**config.mk**
```make
export PLATFORM = sky130hd
export DESIGN_NAME = pcr_indirect_clk_ctrl
export DESIGN_NICKNAME = d
export VERILOG_FILES = /design/src/rtl/pcr_pkg.sv /design/src/rtl/pcr_decode.sv /design/src/rtl/pcr_entry_bank.sv /design/src/rtl/pcr_clk_divider.sv /design/src/rtl/pcr_indirect_clk_ctrl.sv
export SDC_FILE = /design/constraint.sdc
export NUM_CORES = 1
export LEC_CHECK = 0
export ABC_AREA = 1
export BUFFER_PORTS_ARGS = -buffer_cell sky130_fd_sc_hd__buf_2
export CORE_UTILIZATION = 50
export CTS_BUF_LIST = sky130_fd_sc_hd__clkbuf_4
export DETAILED_ROUTE_END_ITERATION = 7
export PLACE_DENSITY = 0.7
export SLEW_MARGIN = 20
export SYNTH_ARGS = -nofsm -noshare
export SYNTH_HDL_FRONTEND = slang
export SYNTH_SLANG_ARGS = --single-unit
```
**constraint.sdc**
```tcl
create_clock -name clk -period 1.6 [get_ports clk]
set_clock_uncertainty 0.2 [all_clocks]
set_input_delay 0.16 -clock clk [delete_from_list [all_inputs] [get_ports clk]]
set_output_delay 0.16 -clock clk [all_outputs]
set_load 0.02 [all_outputs]
```
**src/rtl/pcr_pkg.sv**
```systemverilog
package pcr_pkg;
  localparam int ID_W      = 6;
  localparam int SHIFT_W   = 2;
  localparam int REG_W     = 32;
  localparam int ID_LSB    = 0;
  localparam int CMD_POS   = 12;
  localparam int SHIFT_LSB = 16;
  localparam int EN_POS    = 28;

  typedef struct packed {
    logic               cmd;
    logic               en;
    logic [SHIFT_W-1:0] shift;
    logic [ID_W-1:0]    id;
  } pcr_req_t;
endpackage

```
**src/rtl/pcr_decode.sv**
```systemverilog
module pcr_decode
  import pcr_pkg::*;
(
  input  logic             clk,
  input  logic             rst_n,
  input  logic             wr_en,
  input  logic [REG_W-1:0] wr_data,
  output logic             req_vld,
  output pcr_req_t         req,
  output logic [ID_W-1:0]  sel_id
);
  always_comb begin
    req_vld   = wr_en;
    req.cmd   = wr_data[CMD_POS];
    req.en    = wr_data[EN_POS];
    req.shift = wr_data[SHIFT_LSB +: SHIFT_W];
    req.id    = wr_data[ID_LSB +: ID_W];
  end

  // Any write, with or without the command bit, moves the selection.
  always_ff @(posedge clk) begin
    if (!rst_n)       sel_id <= '0;
    else if (req_vld) sel_id <= req.id;
  end

  a_r2_select_follows: assert property (@(posedge clk) disable iff (!rst_n)
    req_vld |=> (sel_id == $past(req.id)));
endmodule

```
**src/rtl/pcr_entry_bank.sv**
```systemverilog
module pcr_entry_bank
  import pcr_pkg::*;
#(
  parameter int NUM_PERIPH = 64,
  parameter int NUM_FIXED  = 2
) (
  input  logic                               clk,
  input  logic                               rst_n,
  input  logic                               req_vld,
  input  pcr_req_t                           req,
  input  logic [ID_W-1:0]                    sel_id,
  output logic [NUM_PERIPH-1:0]              en_st,
  output logic [NUM_PERIPH-1:0][SHIFT_W-1:0] shift_st,
  output logic                               rd_en,
  output logic [SHIFT_W-1:0]                 rd_shift
);
  for (genvar i = 0; i < NUM_PERIPH; i++) begin : g_entry
    if (i < NUM_FIXED) begin : g_fixed
      assign en_st[i]    = 1'b1;
      assign shift_st[i] = '0;
    end else begin : g_prog
      logic hit;
      assign hit = req_vld && req.cmd && (int'(req.id) == i);
      always_ff @(posedge clk) begin
        if (!rst_n) begin
          en_st[i]    <= 1'b0;
          shift_st[i] <= '0;
        end else if (hit) begin
          en_st[i] <= req.en;
          // A disabling command leaves the stored divider untouched.
          if (req.en) shift_st[i] <= req.shift;
        end
      end
    end
  end

  always_comb begin
    rd_en    = 1'b0;
    rd_shift = '0;
    if (int'(sel_id) < NUM_PERIPH) begin
      rd_en    = en_st[sel_id];
      rd_shift = shift_st[sel_id];
    end
  end

  a_r2_select_keeps_entries: assert property (@(posedge clk) disable iff (!rst_n)
    (req_vld && !req.cmd) |=> ($stable(en_st) && $stable(shift_st)));

  a_r5_disable_keeps_shift: assert property (@(posedge clk) disable iff (!rst_n)
    (req_vld && req.cmd && !req.en) |=> $stable(shift_st));

  a_r3_store_enable: assert property (@(posedge clk) disable iff (!rst_n)
    (req_vld && req.cmd && int'(req.id) >= NUM_FIXED && int'(req.id) < NUM_PERIPH)
    |=> (en_st[$past(req.id)] == $past(req.en)));
endmodule

```
**src/rtl/pcr_clk_divider.sv**
```systemverilog
module pcr_clk_divider
  import pcr_pkg::*;
(
  input  logic               clk,
  input  logic               rst_n,
  input  logic               cfg_en,
  input  logic [SHIFT_W-1:0] cfg_shift,
  output logic               tick
);
  localparam int CNT_W = (1 << SHIFT_W) - 1;

  logic [CNT_W-1:0]   cnt;
  logic [CNT_W-1:0]   lim;
  logic [SHIFT_W-1:0] act_shift;
  logic               act_en;
  logic               wrap;

  always_comb begin
    lim = '0;
    for (int b = 0; b < CNT_W; b++)
      if (b < int'(act_shift)) lim[b] = 1'b1;
  end

  assign wrap = (cnt == lim);
  assign tick = act_en && (cnt == '0);

  // Settings are sampled only at the wrap, so no period is ever truncated.
  always_ff @(posedge clk) begin
    if (!rst_n) begin
      cnt       <= '0;
      act_shift <= '0;
      act_en    <= 1'b0;
    end else if (wrap) begin
      cnt       <= '0;
      act_shift <= cfg_shift;
      act_en    <= cfg_en;
    end else begin
      cnt <= cnt + 1'b1;
    end
  end

  a_r8_change_at_wrap: assert property (@(posedge clk) disable iff (!rst_n)
    !($stable(act_shift) && $stable(act_en)) |-> $past(wrap));

  a_r7_no_back_to_back: assert property (@(posedge clk) disable iff (!rst_n)
    (tick && act_shift != '0) |=> !tick);
endmodule

```
**src/rtl/pcr_indirect_clk_ctrl.sv**
```systemverilog
module pcr_indirect_clk_ctrl
  import pcr_pkg::*;
#(
  parameter int NUM_PERIPH = 64,
  parameter int NUM_FIXED  = 2
) (
  input  logic                  clk,
  input  logic                  rst_n,
  input  logic                  wr_en,
  input  logic [31:0]           wr_data,
  output logic [31:0]           rd_data,
  output logic [NUM_PERIPH-1:0] clk_en
);
  logic                               req_vld;
  pcr_req_t                           req;
  logic [ID_W-1:0]                    sel_id;
  logic [NUM_PERIPH-1:0]              en_st;
  logic [NUM_PERIPH-1:0][SHIFT_W-1:0] shift_st;
  logic                               rd_en;
  logic [SHIFT_W-1:0]                 rd_shift;

  pcr_decode u_decode (
    .clk     (clk),
    .rst_n   (rst_n),
    .wr_en   (wr_en),
    .wr_data (wr_data),
    .req_vld (req_vld),
    .req     (req),
    .sel_id  (sel_id)
  );

  pcr_entry_bank #(.NUM_PERIPH(NUM_PERIPH), .NUM_FIXED(NUM_FIXED)) u_bank (
    .clk      (clk),
    .rst_n    (rst_n),
    .req_vld  (req_vld),
    .req      (req),
    .sel_id   (sel_id),
    .en_st    (en_st),
    .shift_st (shift_st),
    .rd_en    (rd_en),
    .rd_shift (rd_shift)
  );

  for (genvar i = 0; i < NUM_PERIPH; i++) begin : g_clk
    if (i < NUM_FIXED) begin : g_always_on
      assign clk_en[i] = 1'b1;
    end else begin : g_div
      pcr_clk_divider u_div (
        .clk       (clk),
        .rst_n     (rst_n),
        .cfg_en    (en_st[i]),
        .cfg_shift (shift_st[i]),
        .tick      (clk_en[i])
      );
    end
  end

  always_comb begin
    rd_data                        = '0;
    rd_data[ID_LSB +: ID_W]        = sel_id;
    rd_data[SHIFT_LSB +: SHIFT_W]  = rd_shift;
    rd_data[EN_POS]                = rd_en;
  end

  a_r6_fixed_read: assert property (@(posedge clk) disable iff (!rst_n)
    (int'(sel_id) < NUM_FIXED) |-> (rd_data[EN_POS] && rd_data[SHIFT_LSB +: SHIFT_W] == '0));
endmodule

```
==> run metrics, run 1 <==
status=finished with violations; failing checks=negative setup slack; Worst Setup SP=u_decode.sel_id[0]$_SDFFE_PN0P_; core area=51500 um2; CP most frequent cell=nand2_1; FF-to-FF End=g_clk[54].g_div.u_div.act_shift[0]$_SDFFE_PN0N_; Sequential Power Share=0.351; number of synthesized register bits=564; area delta synth->final=29.0%; Placer Congestion=0.917; drt wl/cell=15.0 um; Total GRT Usage=0.257; gr ovfl total=0; Nets=4076; worst setup path end=rd_data[16]; Slew Viols, Final=0; Clock Tree Buf Depth=3; fraction of layout cells with a size suffix above 1=0.290; LEAKAGE=14.0 nW; setup TNS=-38.17 ns; TritonCTS buffer count=148; RSZ-0062 raised after global routing=yes; Reg-to-Reg Start=g_clk[54].g_div.u_div.act_shift[1]$_SDFFE_PN0N_; Worst Path Arrival=2.54 ns; most frequent cells in the layout=nand2_1, dfxtp_1, nor2_1; family with the most delay on the worst path=simple AND/OR/NAND/NOR gates; Crit. path cell count=11; HP Class=primary input to flip-flop; post-route cell area=33800 um2; Synth area leader=dfxtp_1; Tightest Pin Transition=0.773 ns; Int Pwr=33.1 mW; critical path's slowest cell=dfxtp_4; slowest stage delay, CP=0.45 ns; initial antenna violation count=4; minimum clock period=2.90 ns; Max FO, Critical Path=18; Max Clock Freq=0.345 GHz; Clock power frac=0.240; CP Buf/Inv Count=3; VDD IR max=1030 uV; Starting Density=0.509; Cell Pwr Density=1590 nW/um2; remaining routing DRC violations=0; PortBufs=83; TritonCTS clock tree=yes; sequential element share of the synthesized area=0.431; Switch Pwr=20.4 mW; Yosys warnings=0; Combinational Power Share=0.409; Yosys cell types=22; Root Driver=clkbuf_4; Startpoint Class=flip-flop; Final ANT Viol Nets=0; placed inst area=28200 um2; internal reg-to-reg setup slack=0.05 ns; Syn Inst Count=3508; final hold violations=0; Rel. slew slack=0.485; vias in the first global route=22400; sw frac=0.381; die area=53300 um2; smallest setup slack after layout=-1.30 ns; initial DRC count=1889; Detailed Route WL=70400 um; Clock Latency Late Sink=0.98 ns; num rows=83; first-pass GRT wire length=111000 um; Final period util=1.81; DR vias=23700; Die Y=231 um; Placed Cells=4281; worst reg2reg path depth=7; Worst-path clk slew=0.08 ns; clk sinks=564; Mean Syn Cell Area=7.47 um2; FILL cells=4275; Worst Setup Path Type=flip-flop to output pin; count of boundary I/O pins=131; count of final setup violators=71; CP cell instances=inv_8 > buf_12 > nand2_1 > nand2_1 > a21oi_1 > nand3_1 > nand3_1 > nand2_1 > nand2_1 > nand2_2 > buf_4; H-tree Lvls=4; Post-Layout Cell Count=4706; Crit path required time=1.24 ns; max_cap viols=0; largest net degree at the start of global routing=84; Synth area leaders=dfxtp_1, nand2_1, nor2_1; Fin Hold WS=0.0708 ns; Die Wd=231 um; total power=53.6 mW; vias per inst=5.04; detailed placement HPWL=44900 um; DR pass1 iterations=6; commonest non-fill, non-tap cell in the layout=nand2_1; top-area cell type share of the netlist area=0.431; Mapped Area=26200 um2; Worst Setup End Kind=output pin
-- final cells by class --
class | count | area (um2) | share of cell area
clock inverters | 40 | 287 | 0.00848
multi-input cells | 2380 | 14200 | 0.419
well taps | 680 | 851 | 0.0252
inverters | 386 | 1460 | 0.0432
diodes | 7 | 17.5 | 0.000519
flip-flops and latches | 564 | 11500 | 0.340
clock buffers | 212 | 1590 | 0.0471
repair buffers | 437 | 3930 | 0.116
-- worst min path at each step --
stage | slack [ns] | startpoint | cells after the start | endpoint
after global placement | 0.24 | wr_en | 2 | u_decode.sel_id[5]$_SDFFE_PN0P_
after detailed placement | 0.24 | wr_en | 2 | u_decode.sel_id[5]$_SDFFE_PN0P_
after global routing | 0.09 | rst_n | 5 | g_clk[35].g_div.u_div.act_shift[1]$_SDFFE_PN0N_
after floorplan | 0.09 | wr_data[0] | 2 | u_decode.sel_id[0]$_SDFFE_PN0P_
after CTS | 0.03 | rst_n | 5 | u_bank.shift_st[10]$_SDFFE_PN0P_
final | 0.07 | rst_n | 5 | g_clk[54].g_div.u_div.act_shift[1]$_SDFFE_PN0N_
-- cell usage after synthesis --
cell type	number
dfxtp_1	564
buf_2	25
buf_4	91
ha_1	124
nor3_4	2
nand3_1	136
xnor2_1	186
clkbuf_1	77
nand2_2	1
nor2_2	6
nor2_1	514
buf_1	8
nand2_1	619
xor2_1	62
a21oi_1	352
nand3_2	11
o21ai_1	1
o21ai_0	340
o21a_1	1
conb_1	2
inv_2	3
inv_1	383
-- worst reg2reg max path: stages, from the launching register on --
cell,delay (ns)
dfxtp_1,0.36
nor2_2,0.16
xor2_1,0.19
nand2_1,0.11
nor2_4,0.13
buf_4,0.13
o21ai_0,0.06
a21oi_1,0.12
-- sequential cells by signal (all words and copies together), names as in the netlist --
signal                       cells
u_bank.shift_st                124
u_bank.en_st                    62
g_clk.g_div.u_div.act_en        62
g_clk.g_div.u_div.act_shift    124
g_clk.g_div.u_div.cnt          186
u_decode.sel_id                  6
-- kinds of logic after synthesis --
family / share of synthesized area
buf+inv: 0.0984
flops: 0.431
compound gates: 0.133
other cells: 0.000287
xor+xnor: 0.0829
simple gates: 0.195
fa+ha+maj: 0.0592
-- metrics by stage --
step	utilization	setup slack [ns]
2_1_floorplan	-	-0.113
3_3_place_gp	0.547	-0.299
3_5_place_dp	0.547	-0.295
4_1_cts	0.633	-1.32
5_1_grt	0.656	-1.44
6_report	0.656	-1.30
-- routing by layer --
metal	vias up	GRT usage	share of wire
li1	11900	-	-
met1	10900	0.323	0.43
met2	733	0.417	0.47
met3	174	0.0577	0.069
met4	2	0.123	0.035
met5	-	0	0.00018
-- what timing repair did --
item / CTS / global route
gates cloned: 3 / 1
gates resized for setup: 519 / 296
buffers inserted: 121 / 22
pin swaps: 123 / 113
hold buffers: 24 / 0
setup endpoints to repair: 75 / 391
hold endpoints to repair: 564 / 0
-- power by group through the flow --
stage | registers [mW] | clock network, mW | logic (mW)
5_1_grt | 19.1 | 13.9 | 24.9
3_5_place_dp | 19.0 | 0 | 15.0
2_1_floorplan | 18.5 | 0 | 12.6
6_report | 18.8 | 12.9 | 21.9
4_1_cts | 18.6 | 13.1 | 18.9
3_3_place_gp | 19.0 | 0 | 14.5
No activity file was read; power rests on OpenSTA's default activity.
==> inputs of run 2 (changes only) <==
CORE_UTILIZATION = 25   (was 50)
PLACE_DENSITY = unset   (was 0.7)
==> run metrics, run 2 (synthesis gave the netlist of run 1 again) <==
initial antenna violation count=2; Tightest Pin Transition=0.750 ns; vias in the first global route=22700; die area=106000 um2; footprint of the multi-input gates=14300 um2; FF+latch area=11500 um2; core area=104000 um2; Clock Tree Buf Depth=3; placed inst area=29300 um2; Fin Hold WS=-0.215 ns; setup TNS=-43.75 ns; FILL cells=10800; largest net degree at the start of global routing=84; slowest stage delay, CP=0.47 ns; Cell Pwr Density=1510 nW/um2; minimum clock period=2.93 ns; Total GRT Usage=0.138; smallest setup slack after layout=-1.33 ns; status=finished with violations; post-route cell area=35300 um2; DR vias=23600; TritonCTS clock tree=yes; fraction of layout cells with a size suffix above 1=0.298; Crit path required time=1.24 ns; Die Wd=326 um; most frequent cells in the layout=nand2_1, dfxtp_1, nor2_1; Worst Setup Path Type=flip-flop to output pin; Largest Register=g_clk.g_div.u_div.cnt; Startpoint Class=flip-flop; H-tree Lvls=4; count of boundary I/O pins=131; Slew Viols, Final=0; commonest non-fill, non-tap cell in the layout=nand2_1; biggest registers after layout=g_clk.g_div.u_div.cnt (186), g_clk.g_div.u_div.act_shift (124), u_bank.shift_st (124); count of final setup violators=103; CP most frequent cell=nand2_1; Largest register FFs=186; clk sinks=564; PortBufs=83; Nets=4124; Detailed Route WL=76200 um; Rel. slew slack=0.500; Root Driver=clkbuf_4; first-pass GRT wire length=118000 um; remaining routing DRC violations=0; Placer Congestion=0.898; Reg-to-Reg Start=g_clk[57].g_div.u_div.cnt[1]$_SDFF_PP0_; max_cap viols=0; Final period util=1.83; num rows=118; VDD IR max=636 uV; Clock Latency Late Sink=1.01 ns; failing checks=negative hold slack, negative setup slack; detailed placement HPWL=51500 um; TritonCTS buffer count=150; DR pass1 iterations=7; Final ANT Viol Nets=0; initial DRC count=1362; Max FO, Critical Path=8; CP cell instances=buf_6 > clkbuf_16 > nand2_1 > nand2_1 > nand2_1 > nand2_1 > nor2_1 > nand2_1 > nand3_2 > nand2_1 > nand2_1 > nand2_2 > buf_6; vias per inst=4.32; Hold Path Origin=wr_data[1]; Worst Setup End Kind=output pin; Max Clock Freq=0.342 GHz; Worst Path Arrival=2.57 ns; gr ovfl total=0; final hold violations=76; RSZ-0062 raised after global routing=yes; Worst-path clk slew=0.06 ns; area delta synth->final=34.6%; HP Class=primary input to flip-flop; drt wl/cell=14.0 um; LEAKAGE=14.3 nW; Starting Density=0.253; critical path's slowest cell=dfxtp_4; Die Y=326 um; Worst Setup SP=u_decode.sel_id[0]$_SDFFE_PN0P_
[run 2: cell count changes in the layout (fill, tap and decap cells not counted), sizes merged, moves of 3 or more]
cell / delta
bufinv: -4
inv: +3
dlygate4sd3: +13
clkbuf: +11
clkinvlp: +5
diode: -5
buf: +25
[run 2: worst paths after layout]
path | slack, ns | endpoint | cells past startpoint
setup reg to reg | 0.03 | g_clk[57].g_div.u_div.act_shift[1]$_SDFFE_PN0N_ | 8
setup / recovery | -1.33 | rd_data[17] | 13
hold reg to reg | 0.26 | u_bank.en_st[13]$_SDFFE_PN0P_ | 2
hold / removal | -0.21 | u_bank.shift_st[44]$_SDFFE_PN0P_ | 6
[run 2: final cells by class]
| type | instances | area share |
|---|---|---|
| multi-input cells | 2380 | 0.404 |
| flip-flops and latches | 564 | 0.325 |
| repair buffers | 483 | 0.127 |
| well taps | 1380 | 0.0490 |
| clock buffers | 216 | 0.0460 |
| inverters | 386 | 0.0413 |
| clock inverters | 42 | 0.00713 |
| diodes | 2 | 0.000142 |
[run 2: power by group]
part	total, mW	internal [mW]	switching (mW)
registers	18.7	16.8	1.94
logic	21.7	9.40	12.3
clock network	12.7	6.42	6.25
[run 2: per-layer routing]
layer | global-route usage | routed length, um
met1 | 0.173 | 33400
met2 | 0.228 | 35600
met3 | 0.0317 | 4980
met5 | 0 | 0
met4 | 0.0498 | 2140
[run 2: metrics by stage]
| step | setup slack (ns) | power [mW] | hold WS, ns | utilization | std cells |
|---|---|---|---|---|---|
| after floorplan | -0.113 | 31.1 | 0.0933 | - | 3531 |
| after global placement | -0.410 | 33.7 | 0.246 | 0.283 | 5010 |
| after detailed placement | -0.374 | 34.3 | 0.253 | 0.283 | 5010 |
| after CTS | -1.37 | 51.4 | -0.371 | 0.331 | 5433 |
| after global routing | -1.51 | 57.7 | -0.274 | 0.340 | 5453 |
| final | -1.33 | 53.1 | -0.215 | 0.340 | 5453 |
[run 2: critical path, delay by kind of cell (launching register included)]
| family | cells | cell delay (ns) |
|---|---|---|
| flops | 1 | 0.47 |
| buf+inv | 3 | 0.43 |
| simple gates | 10 | 0.69 |
[run 2: repair_timing]
action / 4_1_cts / 5_1_grt
buffers inserted: 119 / 22
hold buffers: 44 / 7
cloned: 3 / 7
pin swaps: 147 / 106
resized for setup: 598 / 253
hold endpoints to repair: 564 / 191
endpoints found under the setup margin: 72 / 597
